## src/rtl/bcg_pkg.sv

```systemverilog
package bcg_pkg;
  // Strobes from control to datapath
  typedef struct packed {
    logic load;     // capture a new request, beat index to zero
    logic advance;  // step to the next beat
  } bcgStrobe_t;

  localparam int LEN_CODE_W = 3;
endpackage

```

## src/rtl/bcg_datapath.sv

```systemverilog
module bcg_datapath
  import bcg_pkg::*;
#(
  parameter int COL_W = 8
) (
  input  logic                  clk,
  input  logic                  rstN,
  input  bcgStrobe_t            strobe,
  input  logic [COL_W-1:0]      startCol,
  input  logic [LEN_CODE_W-1:0] blCode,
  input  logic                  interleave,
  output logic [COL_W-1:0]      beatCol,
  output logic                  isLast,
  output logic                  fullPage,
  output logic                  faultFlag
);
  localparam int FIXED_CODES = 4;

  logic [COL_W-1:0] baseReg, idxReg, maskReg;
  logic [COL_W-1:0] maskNext;
  logic             fullNext, ilReg;
  logic [COL_W-1:0] orderBits;

  // Length code to in-block mask; full row moves every bit
  always_comb begin
    fullNext = (int'(blCode) >= FIXED_CODES);
    maskNext = '1;
    if (!fullNext) maskNext = COL_W'((1 << blCode) - 1);
  end

  always_ff @(posedge clk) begin
    if (!rstN) begin
      baseReg   <= '0;
      idxReg    <= '0;
      maskReg   <= '0;
      fullPage  <= 1'b0;
      ilReg     <= 1'b0;
      faultFlag <= 1'b0;
    end else if (strobe.load) begin
      baseReg   <= startCol;
      idxReg    <= '0;
      maskReg   <= maskNext;
      fullPage  <= fullNext;
      ilReg     <= interleave && !fullNext;
      faultFlag <= interleave && fullNext;
    end else if (strobe.advance) begin
      idxReg <= idxReg + 1'b1;
    end
  end

  assign orderBits = ilReg ? (baseReg ^ idxReg) : (baseReg + idxReg);

  // Bits inside the burst block take the ordered value, the rest stay put
  for (genvar b = 0; b < COL_W; b++) begin : g_colBit
    assign beatCol[b] = maskReg[b] ? orderBits[b] : baseReg[b];
  end

  assign isLast = (idxReg == maskReg);
endmodule

```

## src/rtl/bcg_control.sv

```systemverilog
module bcg_control
  import bcg_pkg::*;
(
  input  logic       clk,
  input  logic       rstN,
  input  logic       start,
  input  logic       terminate,
  input  logic       suspend,
  input  logic       isLast,
  input  logic       fullPage,
  output bcgStrobe_t strobe,
  output logic       beatValid,
  output logic       burstDone
);
  logic active;
  logic naturalEnd;

  assign naturalEnd = active && isLast && !suspend && !fullPage;
  assign burstDone  = active && (terminate || naturalEnd);
  assign beatValid  = active;

  always_comb begin
    strobe.load    = start;
    strobe.advance = active && !suspend && !start;
  end

  always_ff @(posedge clk) begin
    if (!rstN)          active <= 1'b0;
    else if (start)     active <= 1'b1;
    else if (burstDone) active <= 1'b0;
  end
endmodule

```

## src/rtl/burst_col_gen.sv

```systemverilog
module burst_col_gen
  import bcg_pkg::*;
#(
  parameter int COL_W = 8
) (
  input  logic                  clk,
  input  logic                  rstN,
  input  logic                  start,
  input  logic [COL_W-1:0]      startCol,
  input  logic [LEN_CODE_W-1:0] blCode,
  input  logic                  interleave,
  input  logic                  terminate,
  input  logic                  suspend,
  output logic [COL_W-1:0]      beatCol,
  output logic                  beatValid,
  output logic                  burstDone,
  output logic                  modeFault
);
  bcgStrobe_t strobe;
  logic isLast, fullPage, faultFlag;

  bcg_control u_ctrl (
    .clk(clk), .rstN(rstN), .start(start), .terminate(terminate),
    .suspend(suspend), .isLast(isLast), .fullPage(fullPage),
    .strobe(strobe), .beatValid(beatValid), .burstDone(burstDone)
  );

  bcg_datapath #(.COL_W(COL_W)) u_dp (
    .clk(clk), .rstN(rstN), .strobe(strobe), .startCol(startCol),
    .blCode(blCode), .interleave(interleave), .beatCol(beatCol),
    .isLast(isLast), .fullPage(fullPage), .faultFlag(faultFlag)
  );

  assign modeFault = beatValid && faultFlag;
endmodule

```

## config.mk

```make
export PLATFORM = sky130hd
export DESIGN_NAME = burst_col_gen
export DESIGN_NICKNAME = d
export VERILOG_FILES = /design/src/rtl/bcg_pkg.sv /design/src/rtl/bcg_datapath.sv /design/src/rtl/bcg_control.sv /design/src/rtl/burst_col_gen.sv
export SDC_FILE = /design/constraint.sdc
export NUM_CORES = 1
export LEC_CHECK = 0
export BUFFER_PORTS_ARGS = -buffer_cell sky130_fd_sc_hd__buf_2
export CAP_MARGIN = 10
export CORE_MARGIN = 2
export CORE_UTILIZATION = 62
export CTS_BUF_LIST = sky130_fd_sc_hd__clkbuf_4
export DETAILED_ROUTE_END_ITERATION = 10
export PLACE_DENSITY = 0.95
export SKIP_LAST_GASP = 1
export SYNTH_ARGS = -nofsm -noshare
export SYNTH_HDL_FRONTEND = slang
export SYNTH_HIERARCHICAL = 1
export SYNTH_SLANG_ARGS = --single-unit
```

## constraint.sdc

```tcl
create_clock -name clk -period 5.35 [get_ports clk]
set_clock_uncertainty 0.15 [all_clocks]
set_input_delay 0.8025 -clock clk [delete_from_list [all_inputs] [get_ports clk]]
set_output_delay 0.8025 -clock clk [all_outputs]
set_load 0.01 [all_outputs]
```

==> Implementation_results.wiki, run 1 <==
{| class="wikitable"
! Metric !! Value
|-
| Result of the run || finished, final reports clean
|-
| Flip-flop and latch area || 561 µm²
|-
| Count of flip-flops with a built-in enable after synthesis || 0
|-
| Post-CTS setup buffer count || 0
|-
| Largest net degree at the start of global routing || 29
|-
| Number of distinct library cell variants in the gate-level netlist after synthesis || 43
|-
| Top Ports || 28
|-
| Cell-internal power || 0.275 mW
|-
| P&R area growth vs syn || 9.58%
|-
| Max transition margin || 52.1%
|-
| WHS Path Cells || 2
|-
| Utilization of the core after routing || 71.7%
|-
| Final estimated routing congestion in global placement || 0.837
|-
| Routed via count divided by cell count || 5.78
|-
| TNS Setup || 0 ns
|-
| Clock root buffer master || sky130_fd_sc_hd__clkbuf_4
|-
| Final-report hold violation count || 0
|-
| Setup violations, final || 0
|-
| CTS tree || yes
|-
| Total met3 wirelength after detailed routing || 173 µm
|-
| Routed length on met2 || 1.70 mm
|-
| Leak pwr || 0.745 nW
|-
| Synthesized netlist cell count || 181
|-
| Hold Path Origin || u_dp/faultFlag$_SDFFE_PN0P_
|-
| Number of nets in the synthesized netlist || 207
|-
| Routed Antenna Nets || 0
|-
| Overall track demand over capacity in global routing || 25.6%
|-
| Maxcap violations || 0
|-
| Critical Path End Type || output port
|-
| Area of the die || 0.00304 mm²
|-
| Max clock buf depth || 2
|-
| Clock period minus final worst setup slack || 3.34 ns
|-
| Post_cts resized || 0
|-
| Placeable core area || 0.00248 mm²
|-
| Number of clock sinks || 28
|-
| Switching power summed over all nets || 0.103 mW
|-
| Hpwl dp || 2.58 mm
|-
| Grt total ovfl || 0
|-
| Horizontal die dimension || 55.1 µm
|-
| Async S/R FF share, synth || 0%
|-
| Wire length the detailed router placed on met1 || 1.54 mm
|-
| Reg-to-reg endpoint || u_dp/idxReg[7]$_SDFFE_PP0P_
|-
| Detail-routed net length per standard cell || 15.0 µm
|-
| Sequential fraction of design power || 60.4%
|-
| Largest vdd supply drop || 0.167 mV
|-
| Worst setup path startpoint || u_dp/idxReg[0]$_SDFFE_PP0P_
|-
| Number of buffer cells added on primary ports || 27
|-
| Number of violations reported at the end of detailed-routing iteration 0 || 17
|-
| Vias || 1346
|-
| Class of the most critical hold timing path || reg -> reg
|-
| Share of final-layout standard cells stronger than drive strength 1 || 16.7%
|-
| Data arrival at the endpoint of the critical path || 2.39 ns
|-
| Number of cell instances on the worst register-to-register path || 4
|-
| Most frequent standard cell in the layout excluding fill and tap cells || sky130_fd_sc_hd__dfxtp_1
|-
| Worst Hold Endpoint || u_dp/faultFlag$_SDFFE_PN0P_
|-
| Leading cell types in the layout, fill and taps excluded || sky130_fd_sc_hd__dfxtp_1, sky130_fd_sc_hd__buf_2, sky130_fd_sc_hd__nor2_1
|-
| Worst setup path category || reg -> out
|-
| Part of the power in the clock network || 23.6%
|-
| Filler Cell Count || 194
|-
| Number of nets in the final layout || 230
|-
| Fin crit share || 62.5%
|-
| Clock Pin Slew Worst Setup and Hold Paths || 0.15 ns
|-
| Portion of total power attributed to combinational logic || 15.9%
|-
| Number of optimization iterations in the first detailed-route pass || 4
|-
| Transition time of the tightest slew-check pin || 0.717 ns
|-
| Starting Density || 65.4%
|-
| Flop and latch count out of synthesis || 28
|-
| Total standard cell area after synthesis || 0.00162 mm²
|-
| Critical Path RT || 4.40 ns
|-
| Die outline height || 55.1 µm
|-
| Largest fanout on the critical path || 5
|-
| Warnings from Yosys || 6
|-
| Number of diodes added for antenna fixing || 0
|-
| Initial antenna violation count || 0
|-
| Final wirelength || 3.48 mm
|-
| Register area share after synthesis || 34.6%
|-
| Insertion delay to the later sink of the worst-skew pair || 0.33 ns
|-
| Std cell rows || 18
|-
| Prevailing post-synth register cell || sky130_fd_sc_hd__dfxtp_1
|-
| Via count of the first global-routing pass || 1304
|-
| Max Freq || 0.299 GHz
|-
| Num CTS Buffers || 3
|-
| PwrDens || 213 mW/mm²
|-
| Fraction of power spent switching nets || 27.2%
|-
| Footprint of the multi-input gates || 0.00102 mm²
|-
| RSZ-0062 raised after global routing || no
|-
| Post-synthesis average cell area || 8.95 µm²
|-
| CTS H-Tree Depth || 1
|-
| Wire length of the first global-routing pass || 5.49 mm
|-
| Launch instance of the worst register-to-register path || u_ctrl/beatValid$_SDFFE_PN0P_
|-
| Worst reg-to-reg setup slack || 3.18 ns
|-
| Max-slew violations || 0
|-
| Crit path launch type || flop
|-
| Max layer used || met4
|-
| DRC viols || 0
|-
| Post-CTS Hold Buffers || 0
|}
registers in the layout (all words and copies together) (netlist names):
signal / flops
u_dp/baseReg: 8
u_dp/idxReg: 8
u_dp/maskReg: 8
u_ctrl/beatValid: 1
u_dp/faultFlag: 1
u_dp/fullPage: 1
u_dp/ilReg: 1
area by class of cell:
cell class	count	share of cell area, %
Multi-Input combinational cell	144	57.2
Sequential cell	28	31.6
Timing Repair Buffer	27	7.61
Tap cell	30	2.11
Clock buffer	3	1.27
Clock inverter	1	0.211
synth_stat cells, drive strengths merged (4+ instances only):
cell type / instances / area share [%]
xnor2: 12 / 6.5
nor2: 16 / 3.7
nand2b: 9 / 3.5
buf: 5 / 1.7
a21boi: 8 / 3.7
nand4: 5 / 1.9
xor2: 5 / 2.7
dfxtp: 28 / 35
a21oi: 12 / 3.7
mux2i: 11 / 6.8
o21ai: 8 / 2.5
clkbuf: 4 / 1.0
ha: 8 / 6.2
nor2b: 10 / 3.9
nand2: 9 / 2.1
worst max path at each step:
stage | cells after the start | slack (ns) | to
final | 8 | 2.01 | beatCol[6]
after global routing | 8 | 1.87 | beatCol[6]
after CTS | 8 | 2.03 | beatCol[6]
after detailed placement | 8 | 2.43 | beatCol[6]
after global placement | 8 | 2.52 | beatCol[6]
after floorplan | 7 | 2.69 | beatCol[6]
layer usage:
metal  vias up  global-route usage [%]
met1       610                    28.7
li1        686                       -
met3        10                    6.45
met4         0                    9.76
met2        40                    46.4
met5         -                       0
power by group through the flow:
stage / Clock (mW) / Sequential, mW / Combinational (mW)
2_1_floorplan: 0 / 0.229 / 0.0419
3_5_place_dp: 0 / 0.233 / 0.0597
4_1_cts: 0.0923 / 0.228 / 0.0601
6_report: 0.0894 / 0.228 / 0.0601
3_3_place_gp: 0 / 0.232 / 0.0564
5_1_grt: 0.0999 / 0.230 / 0.0664
worst max-delay path: stages, from the launching register on:
cell and delay, ns:
sky130_fd_sc_hd__dfxtp_1 0.39, sky130_fd_sc_hd__ha_1 0.25, sky130_fd_sc_hd__fa_1 0.39, sky130_fd_sc_hd__a21o_1 0.17, sky130_fd_sc_hd__a21oi_1 0.22, sky130_fd_sc_hd__a2bb2oi_1 0.26
sky130_fd_sc_hd__nand4b_1 0.14, sky130_fd_sc_hd__o211ai_1 0.10, sky130_fd_sc_hd__buf_2 0.15
per-stage QoR:
stage          hold slack (ns)  total power, mW  worst slack (ns)  cells  area (µm²)
2_1_floorplan            0.299            0.271              2.69    181        1620
6_report                 0.339            0.378              2.01    233        1780
5_1_grt                  0.404            0.396              1.87    233        1780
4_1_cts                  0.345            0.381              2.03    233        1780
3_5_place_dp             0.324            0.293              2.43    229        1750
3_3_place_gp             0.314            0.288              2.52    229        1750
cells by family (layout without fill, tap and decap cells):
logic type / count (synthesis) / in the layout / synth area share, %
buffers and inverters: 9 / 31 / 2.70
multiplexers: 12 / 12 / 7.49
AO/OA/AOI/OAI: 40 / 40 / 15.8
flip-flops: 28 / 28 / 34.6
AND/OR/NAND/NOR: 66 / 66 / 22.8
adder cells (fa/ha/maj): 9 / 9 / 7.41
XOR/XNOR: 17 / 17 / 9.19
(Power assumes the default switching activity.)
==> run 2, diff against run 1 <==
Settings changed: ABC_AREA from default to 1, CORE_UTILIZATION 62 to 52, PLACE_DENSITY 0.95 to 0.89.
Clock period 5.35 ns to 3.05 ns, I/O delays scaled along.
==> Implementation_results.wiki, run 2 <==
{| class="wikitable"
! Metric !! Value
|-
| Launch instance of the worst register-to-register path || u_ctrl/beatValid$_SDFFE_PN0P_ (unchanged)
|-
| Via count of the first global-routing pass || 1352 (was 1304)
|-
| GR met1 Demand/Resource || 27.4% (was 28.7%)
|-
| Max Freq || 0.385 GHz
|-
| Worst Hold Endpoint || u_dp/baseReg[0]$_SDFFE_PN0P_ (was u_dp/faultFlag$_SDFFE_PN0P_)
|-
| Number of distinct library cell variants in the gate-level netlist after synthesis || 29 (was 43)
|-
| Critical Path End Type || output port (unchanged)
|-
| Prevailing post-synth register cell || sky130_fd_sc_hd__dfxtp_1 (unchanged)
|-
| Detail-routed net length per standard cell || 12.4 µm (was 15.0 µm)
|-
| Most instantiated cells after synthesis || sky130_fd_sc_hd__nand2_1, sky130_fd_sc_hd__inv_1, sky130_fd_sc_hd__dfxtp_1 (was sky130_fd_sc_hd__dfxtp_1, sky130_fd_sc_hd__nor2_1, sky130_fd_sc_hd__a21oi_1, sky130_fd_sc_hd__xnor2_1, sky130_fd_sc_hd__mux2i_1)
|-
| Most frequent standard cell in the layout excluding fill and tap cells || sky130_fd_sc_hd__nand2_1 (was sky130_fd_sc_hd__dfxtp_1)
|-
| Horizontal die dimension || 58.8 µm (was 55.1 µm)
|-
| Transition time of the tightest slew-check pin || 0.794 ns (was 0.717 ns)
|-
| Overall track demand over capacity in global routing || 21.3% (was 25.6%)
|-
| Worst path most repeated cell || sky130_fd_sc_hd__nand2_1
|-
| Leading cell types by total area after synthesis || sky130_fd_sc_hd__dfxtp_1, sky130_fd_sc_hd__nand2_1, sky130_fd_sc_hd__inv_1, sky130_fd_sc_hd__ha_1, sky130_fd_sc_hd__xnor2_1 (was sky130_fd_sc_hd__dfxtp_1, sky130_fd_sc_hd__mux2i_1, sky130_fd_sc_hd__xnor2_1, sky130_fd_sc_hd__ha_1, sky130_fd_sc_hd__nor2b_1)
|-
| Async S/R FF share, synth || 0% (unchanged)
|-
| Share of final-layout standard cells stronger than drive strength 1 || 16.9% (was 16.7%)
|-
| Number of optimization iterations in the first detailed-route pass || 7 (was 4)
|-
| Number of nets in the final layout || 269 (was 230)
|-
| Number of clock sinks || 28 (unchanged)
|-
| Die outline height || 58.8 µm (was 55.1 µm)
|-
| Post-CTS Hold Buffers || 0 (unchanged)
|-
| Crit path launch type || flop (unchanged)
|-
| Wire length of the first global-routing pass || 5.70 mm (was 5.49 mm)
|-
| Leading cell types in the layout, fill and taps excluded || sky130_fd_sc_hd__nand2_1, sky130_fd_sc_hd__inv_1, sky130_fd_sc_hd__dfxtp_1 (was sky130_fd_sc_hd__dfxtp_1, sky130_fd_sc_hd__buf_2, sky130_fd_sc_hd__nor2_1)
|-
| CTS tree || yes (unchanged)
|-
| Flop and latch count out of synthesis || 28 (unchanged)
|-
| Grt total ovfl || 0 (unchanged)
|-
| Fin crit share || 85.3%
|-
| Number of nets in the synthesized netlist || 240 (was 207)
|-
| PwrDens || 380 mW/mm² (was 213 mW/mm²)
|-
| Max clock buf depth || 2 (unchanged)
|-
| Routed Antenna Nets || 0 (unchanged)
|-
| DRC viols || 1 (was 0)
|-
| P&R area growth vs syn || 11.5% (was 9.58%)
|-
| Largest area contributor in the netlist || sky130_fd_sc_hd__dfxtp_1 (unchanged)
|-
| Std cell rows || 19 (was 18)
|-
| Class of the most critical hold timing path || in -> reg (was reg -> reg)
|-
| Num CTS Buffers || 3 (unchanged)
|-
| Setup violations, final || 0 (unchanged)
|-
| Violated checks || DRC
|-
| Clock Pin Slew Worst Setup and Hold Paths || 0.16 ns (was 0.15 ns)
|-
| Leading registers by flop count || u_dp/baseReg (8), u_dp/idxReg (8), u_dp/maskReg (8) (unchanged)
|-
| Post_cts resized || 0 (unchanged)
|-
| Vias || 1476 (was 1346)
|-
| CTS H-Tree Depth || 1 (unchanged)
|-
| Insertion delay to the later sink of the worst-skew pair || 0.34 ns (was 0.33 ns)
|-
| Global routing's busiest layer || met2 (unchanged)
|-
| Clock root buffer master || sky130_fd_sc_hd__clkbuf_4 (unchanged)
|-
| Final-report hold violation count || 0 (unchanged)
|-
| Clock period minus final worst setup slack || 2.60 ns
|-
| Final Total Pwr || 0.661 mW (was 0.378 mW)
|-
| Final wirelength || 3.38 mm (was 3.48 mm)
|-
| Global-route met3 utilization || 3.30% (was 6.45%)
|-
| Max transition margin || 46.5% (was 52.1%)
|-
| Portion of synthesized cell area occupied by the leading cell type || 35.9% (was 34.6%)
|-
| Leak pwr || 0.820 nW (was 0.745 nW)
|-
| Largest vdd supply drop || 0.273 mV (was 0.167 mV)
|-
| Total standard cell area after synthesis || 0.00156 mm² (was 0.00162 mm²)
|-
| Post-CTS setup buffer count || 0 (unchanged)
|-
| Worst setup path category || reg -> out (unchanged)
|-
| RSZ-0062 raised after global routing || no (unchanged)
|-
| Critical Path RT || 2.44 ns (was 4.40 ns)
|-
| Reg-to-reg endpoint || u_dp/idxReg[7]$_SDFFE_PP0P_ (unchanged)
|-
| Top Ports || 28 (unchanged)
|-
| Starting Density || 55.7% (was 65.4%)
|-
| Maxcap violations || 0 (unchanged)
|-
| Initial antenna violation count || 0 (unchanged)
|-
| Worst setup path startpoint || u_dp/idxReg[0]$_SDFFE_PP0P_ (unchanged)
|-
| Number of diodes added for antenna fixing || 0 (unchanged)
|-
| TNS Setup || 0 ns (unchanged)
|-
| Largest net degree at the start of global routing || 16 (was 29)
|-
| Leading cell type by number of instances after synthesis || sky130_fd_sc_hd__nand2_1 (was sky130_fd_sc_hd__dfxtp_1)
|-
| Cell breakdown of the critical path || ha_1, fa_1, nand4_1, o211ai_1, nand2_1, nand2_1, nand3_1, nand2_1, buf_2 (was ha_1, fa_1, a21o_1, a21oi_1, a2bb2oi_1, nand4b_1, o211ai_1, buf_2)
|-
| Count of flip-flops with a built-in enable after synthesis || 0 (unchanged)
|-
| Result of the run || finished with violations (was finished, final reports clean)
|-
| Worst reg-to-reg setup slack || 1.03 ns (was 3.18 ns)
|-
| Critical path's slowest cell || sky130_fd_sc_hd__fa_1 (was sky130_fd_sc_hd__dfxtp_1)
|-
| Largest fanout on the critical path || 6 (was 5)
|-
| Register area share after synthesis || 35.9% (was 34.6%)
|-
| Placeable core area || 0.00281 mm² (was 0.00248 mm²)
|-
| WHS Path Cells || 3 (was 2)
|-
| Number of cell instances on the worst register-to-register path || 9 (was 4)
|-
| Max-slew violations || 0 (unchanged)
|-
| Area of the die || 0.00346 mm² (was 0.00304 mm²)
|-
| Final estimated routing congestion in global placement || 0.887 (was 0.837)
|-
| Maximum single-stage delay on the critical path || 0.41 ns (was 0.39 ns)
|-
| Warnings from Yosys || 6 (unchanged)
|-
| Hold Path Origin || startCol[0] (was u_dp/faultFlag$_SDFFE_PN0P_)
|-
| Data arrival at the endpoint of the critical path || 1.99 ns (was 2.39 ns)
|-
| Hpwl dp || 2.58 mm (about the same)
|-
| Routed via count divided by cell count || 5.41 (was 5.78)
|-
| Number of violations reported at the end of detailed-routing iteration 0 || 62 (was 17)
|-
| Met2 capacity usage during global routing || 36.5% (was 46.4%)
|-
| Post-synthesis average cell area || 7.30 µm² (was 8.95 µm²)
|-
| Number of buffer cells added on primary ports || 27 (unchanged)
|-
| Synthesized netlist cell count || 214 (was 181)
|}
run 2: cell count changes after synthesis, moves of 4 or more:
cell                       previous run  this run
sky130_fd_sc_hd__nor2b_1             10         0
sky130_fd_sc_hd__nand3_1              1        10
sky130_fd_sc_hd__nand2b_1             9         0
sky130_fd_sc_hd__o21ai_0              6        14
sky130_fd_sc_hd__inv_1                0        31
sky130_fd_sc_hd__a21boi_0             8         0
sky130_fd_sc_hd__nand2_1              9        44
sky130_fd_sc_hd__mux2i_1             11         0
sky130_fd_sc_hd__nand2_2              0         4
sky130_fd_sc_hd__a22o_1               0         5
run 2: layer usage:
metal | routed length, µm | share of wire, %
met1 | 1580 | 47
met2 | 1590 | 47
met3 | 168 | 5.0
met4 | 40 | 1.2
met5 | 0 | 0
run 2: how the worst max path moves through the flow:
stage | end | slack, ns
6_report | beatCol[6] | 0.45
5_1_grt | beatCol[6] | 0.29
4_1_cts | beatCol[6] | 0.46
3_5_place_dp | beatCol[6] | 0.85
3_3_place_gp | beatCol[4] | 0.88
2_1_floorplan | beatCol[4] | 0.93
run 2: final cells by class:
class	instances	area, µm²
Tap cell	31	38.8
Timing Repair Buffer	27	135
Clock inverter	1	3.75
Sequential cell	28	561
Clock buffer	3	22.5
Inverter	34	128
Multi-Input combinational cell	149	853
Fill cell	246	1060
run 2: kinds of logic (layout without fill, tap and decap cells):
kind of cell               Yosys count  after routing  share of synthesized area (%)
adders and majority gates            9              9                           7.69
buffers and inverters               37             65                           9.45
AOI/OAI and AO/OA                   42             42                           15.7
and+or+nand+nor                     86             86                           24.5
DFF                                 28             28                           35.9
xor gates and xnor gates            12             12                           6.73
run 2: critical path, delay by kind of cell (launching register included):
| kind | cells | cell delay [ns] |
|---|---|---|
| compound gates | 1 | 0.11 |
| buf+inv | 1 | 0.13 |
| simple gates | 5 | 0.37 |
| fa+ha+maj | 2 | 0.65 |
| flops | 1 | 0.40 |
run 2: through the flow:
step | std cells | setup slack [ns] | utilization (%) | area (µm²) | hold slack (ns)
after CTS | 273 | 0.458 | 62.1 | 1740 | 0.163
final | 273 | 0.449 | 62.1 | 1740 | 0.159
after global placement | 269 | 0.877 | 61.2 | 1720 | 0.295
after floorplan | 214 | 0.932 | - | 1560 | 0.289
after detailed placement | 269 | 0.854 | 61.2 | 1720 | 0.303
after global routing | 273 | 0.289 | 62.1 | 1740 | 0.153
run 2: where the power goes:
group | switching, mW | internal (mW)
clock | 0.113 | 0.0482
sequential | 0.0167 | 0.383
combinational | 0.0581 | 0.0422
total | 0.187 | 0.474
==> run 3, diff against run 2 <==
Settings changed: CORE_UTILIZATION 52 to 57, PLACE_DENSITY 0.89 to 0.92.
Clock period 3.05 ns to 2.86 ns, I/O delays scaled along.
==> Implementation_results.wiki, run 3 (synthesized netlist as in run 2, its figures left out) <==
{| class="wikitable"
! Metric !! Value
|-
| Vias || 1494 (was 1476)
|-
| Post_cts resized || 0 (unchanged)
|-
| Cell Count Post-Placement || 268 (was 269)
|-
| Wire length of the first global-routing pass || 5.71 mm (was 5.70 mm)
|-
| Initial antenna violation count || 0 (unchanged)
|-
| Top Ports || 28 (unchanged)
|-
| Sequential fraction of design power || 60.6% (was 60.5%)
|-
| Leading cell types in the layout, fill and taps excluded || sky130_fd_sc_hd__nand2_1, sky130_fd_sc_hd__inv_1, sky130_fd_sc_hd__dfxtp_1 (unchanged)
|-
| Largest fanout on the critical path || 6 (unchanged)
|-
| Num CTS Buffers || 3 (unchanged)
|-
| Filler Cell Count || 218 (was 246)
|-
| Max clock buf depth || 2 (unchanged)
|-
| Area of the die || 0.00317 mm² (was 0.00346 mm²)
|-
| Detail-routed net length per standard cell || 12.6 µm (was 12.4 µm)
|-
| Number of non-filler instances in the completed layout || 272 (was 273)
|-
| Result of the run || finished, final reports clean (was finished with violations)
|-
| Post-CTS setup buffer count || 0 (unchanged)
|-
| CTS H-Tree Depth || 1 (unchanged)
|-
| Most frequent standard cell in the layout excluding fill and tap cells || sky130_fd_sc_hd__nand2_1 (unchanged)
|-
| Final wirelength || 3.43 mm (was 3.38 mm)
|-
| Class of the most critical hold timing path || in -> reg (unchanged)
|-
| Clock period minus final worst setup slack || 2.64 ns
|-
| Portion of total power attributed to combinational logic || 15.3% (was 15.2%)
|-
| Crit path launch type || flop (unchanged)
|-
| Number of optimization iterations in the first detailed-route pass || 4 (was 7)
|-
| Data arrival at the endpoint of the critical path || 2.06 ns (was 1.99 ns)
|-
| Maxcap violations || 0 (unchanged)
|-
| Number of buffer cells added on primary ports || 27 (unchanged)
|-
| Leak pwr || 0.820 nW (unchanged)
|-
| Number of violations reported at the end of detailed-routing iteration 0 || 56 (was 62)
|-
| Critical Path RT || 2.28 ns (was 2.44 ns)
|-
| P&R area growth vs syn || 11.5% (about the same)
|-
| RSZ-0062 raised after global routing || no (unchanged)
|-
| Part of the power in the clock network || 24.2% (was 24.3%)
|-
| Number of nets in the final layout || 269 (unchanged)
|-
| Fin crit share || 92.3%
|-
| Final-report hold violation count || 0 (unchanged)
|-
| Number of diodes added for antenna fixing || 0 (unchanged)
|-
| Largest vdd supply drop || 0.314 mV (was 0.273 mV)
|-
| Overall track demand over capacity in global routing || 22.3% (was 21.3%)
|-
| Setup violations, final || 0 (unchanged)
|-
| Transition time of the tightest slew-check pin || 0.815 ns (was 0.794 ns)
|-
| Std cell rows || 18 (was 19)
|-
| Routed via count divided by cell count || 5.49 (was 5.41)
|-
| Worst setup path category || reg -> out (unchanged)
|-
| Starting Density || 61.4% (was 55.7%)
|-
| Clock Pin Slew Worst Setup and Hold Paths || 0.15 ns (was 0.16 ns)
|-
| Leading registers by flop count || u_dp/baseReg (8), u_dp/idxReg (8), u_dp/maskReg (8) (unchanged)
|-
| Number of clock sinks || 28 (unchanged)
|-
| Post-CTS Hold Buffers || 0 (unchanged)
|-
| Grt total ovfl || 0 (unchanged)
|-
| Share of final-layout standard cells stronger than drive strength 1 || 16.9% (unchanged)
|-
| Critical Path End Type || output port (unchanged)
|-
| Insertion delay to the later sink of the worst-skew pair || 0.34 ns (about the same)
|-
| Cell-internal power || 0.505 mW (was 0.474 mW)
|-
| Placeable core area || 0.00254 mm² (was 0.00281 mm²)
|-
| Switching power summed over all nets || 0.198 mW (was 0.187 mW)
|-
| Clock root buffer master || sky130_fd_sc_hd__clkbuf_4 (unchanged)
|-
| Die outline height || 56.3 µm (was 58.8 µm)
|-
| Final Total Pwr || 0.704 mW (was 0.661 mW)
|-
| Max transition margin || 45.1% (was 46.5%)
|-
| Hpwl dp || 2.66 mm (was 2.58 mm)
|-
| Routed Antenna Nets || 0 (unchanged)
|-
| DRC viols || 0 (was 1)
|-
| PwrDens || 404 mW/mm² (was 380 mW/mm²)
|-
| Via count of the first global-routing pass || 1311 (was 1352)
|-
| CTS tree || yes (unchanged)
|-
| Max-slew violations || 0 (unchanged)
|-
| TNS Setup || 0 ns (unchanged)
|-
| Horizontal die dimension || 56.3 µm (was 58.8 µm)
|-
| Fraction of power spent switching nets || 28.2% (was 28.4%)
|-
| Final estimated routing congestion in global placement || 0.886 (was 0.887)
|-
| Largest net degree at the start of global routing || 16 (unchanged)
|-
| Max Freq || 0.379 GHz
|}
-- run 3: worst paths after layout --
| kind | startpoint | to | slack [ns] | cells past startpoint |
|---|---|---|---|---|
| setup / recovery | u_dp/idxReg[0]$_SDFFE_PP0P_ | beatCol[6] | 0.22 | 9 |
| setup reg to reg | u_ctrl/beatValid$_SDFFE_PN0P_ | u_dp/idxReg[7]$_SDFFE_PP0P_ | 0.89 | 9 |
| hold / removal | startCol[0] | u_dp/baseReg[0]$_SDFFE_PN0P_ | 0.13 | 3 |
| hold reg to reg | u_dp/fullPage$_SDFFE_PN0P_ | u_dp/fullPage$_SDFFE_PN0P_ | 0.35 | 2 |
-- run 3: metal layers --
layer | track usage [%] | up-vias | part of all wire [%]
met1 | 28.1 | 680 | 45
li1 | - | 761 | -
met2 | 39.3 | 44 | 48
met3 | 3.46 | 9 | 4.8
met5 | 0 | - | 0
met4 | 6.12 | 0 | 2.2
-- run 3: final cells by class --
class                           count  area, µm²  area share [%]
Clock buffer                        3       22.5            1.29
Clock inverter                      1       3.75           0.216
Inverter                           34        128            7.33
Multi-Input combinational cell    149        853            49.0
Sequential cell                    28        561            32.2
Tap cell                           30       37.5            2.16
Timing Repair Buffer               27        135            7.76
-- run 3: worst max-delay path, stage by stage (launching register included) --
cell and delay [ns]:
sky130_fd_sc_hd__dfxtp_1 0.42, sky130_fd_sc_hd__ha_1 0.25, sky130_fd_sc_hd__fa_1 0.41, sky130_fd_sc_hd__nand4_1 0.13, sky130_fd_sc_hd__o211ai_1 0.14, sky130_fd_sc_hd__nand2_1 0.09, sky130_fd_sc_hd__nand2_1 0.05, sky130_fd_sc_hd__nand3_1 0.06
sky130_fd_sc_hd__nand2_1 0.05, sky130_fd_sc_hd__buf_2 0.13
-- run 3: power groups by stage --
| stage | combinational, mW | clock, mW | sequential, mW |
|---|---|---|---|
| after floorplan | 0.0711 | 0 | 0.430 |
| after global placement | 0.104 | 0 | 0.434 |
| after detailed placement | 0.107 | 0 | 0.434 |
| after CTS | 0.108 | 0.175 | 0.426 |
| after global routing | 0.121 | 0.187 | 0.428 |
| final | 0.108 | 0.170 | 0.426 |
-- run 3: through the flow --
stage	setup slack [ns]	instance area, µm²	utilization [%]	hold slack, ns
floorplan	0.770	1560	-	0.289
detailed placement	0.666	1710	67.4	0.330
global route	0.107	1740	68.4	0.143
CTS	0.223	1740	68.4	0.125
finish	0.220	1740	68.4	0.132
global placement	0.723	1710	67.4	0.296
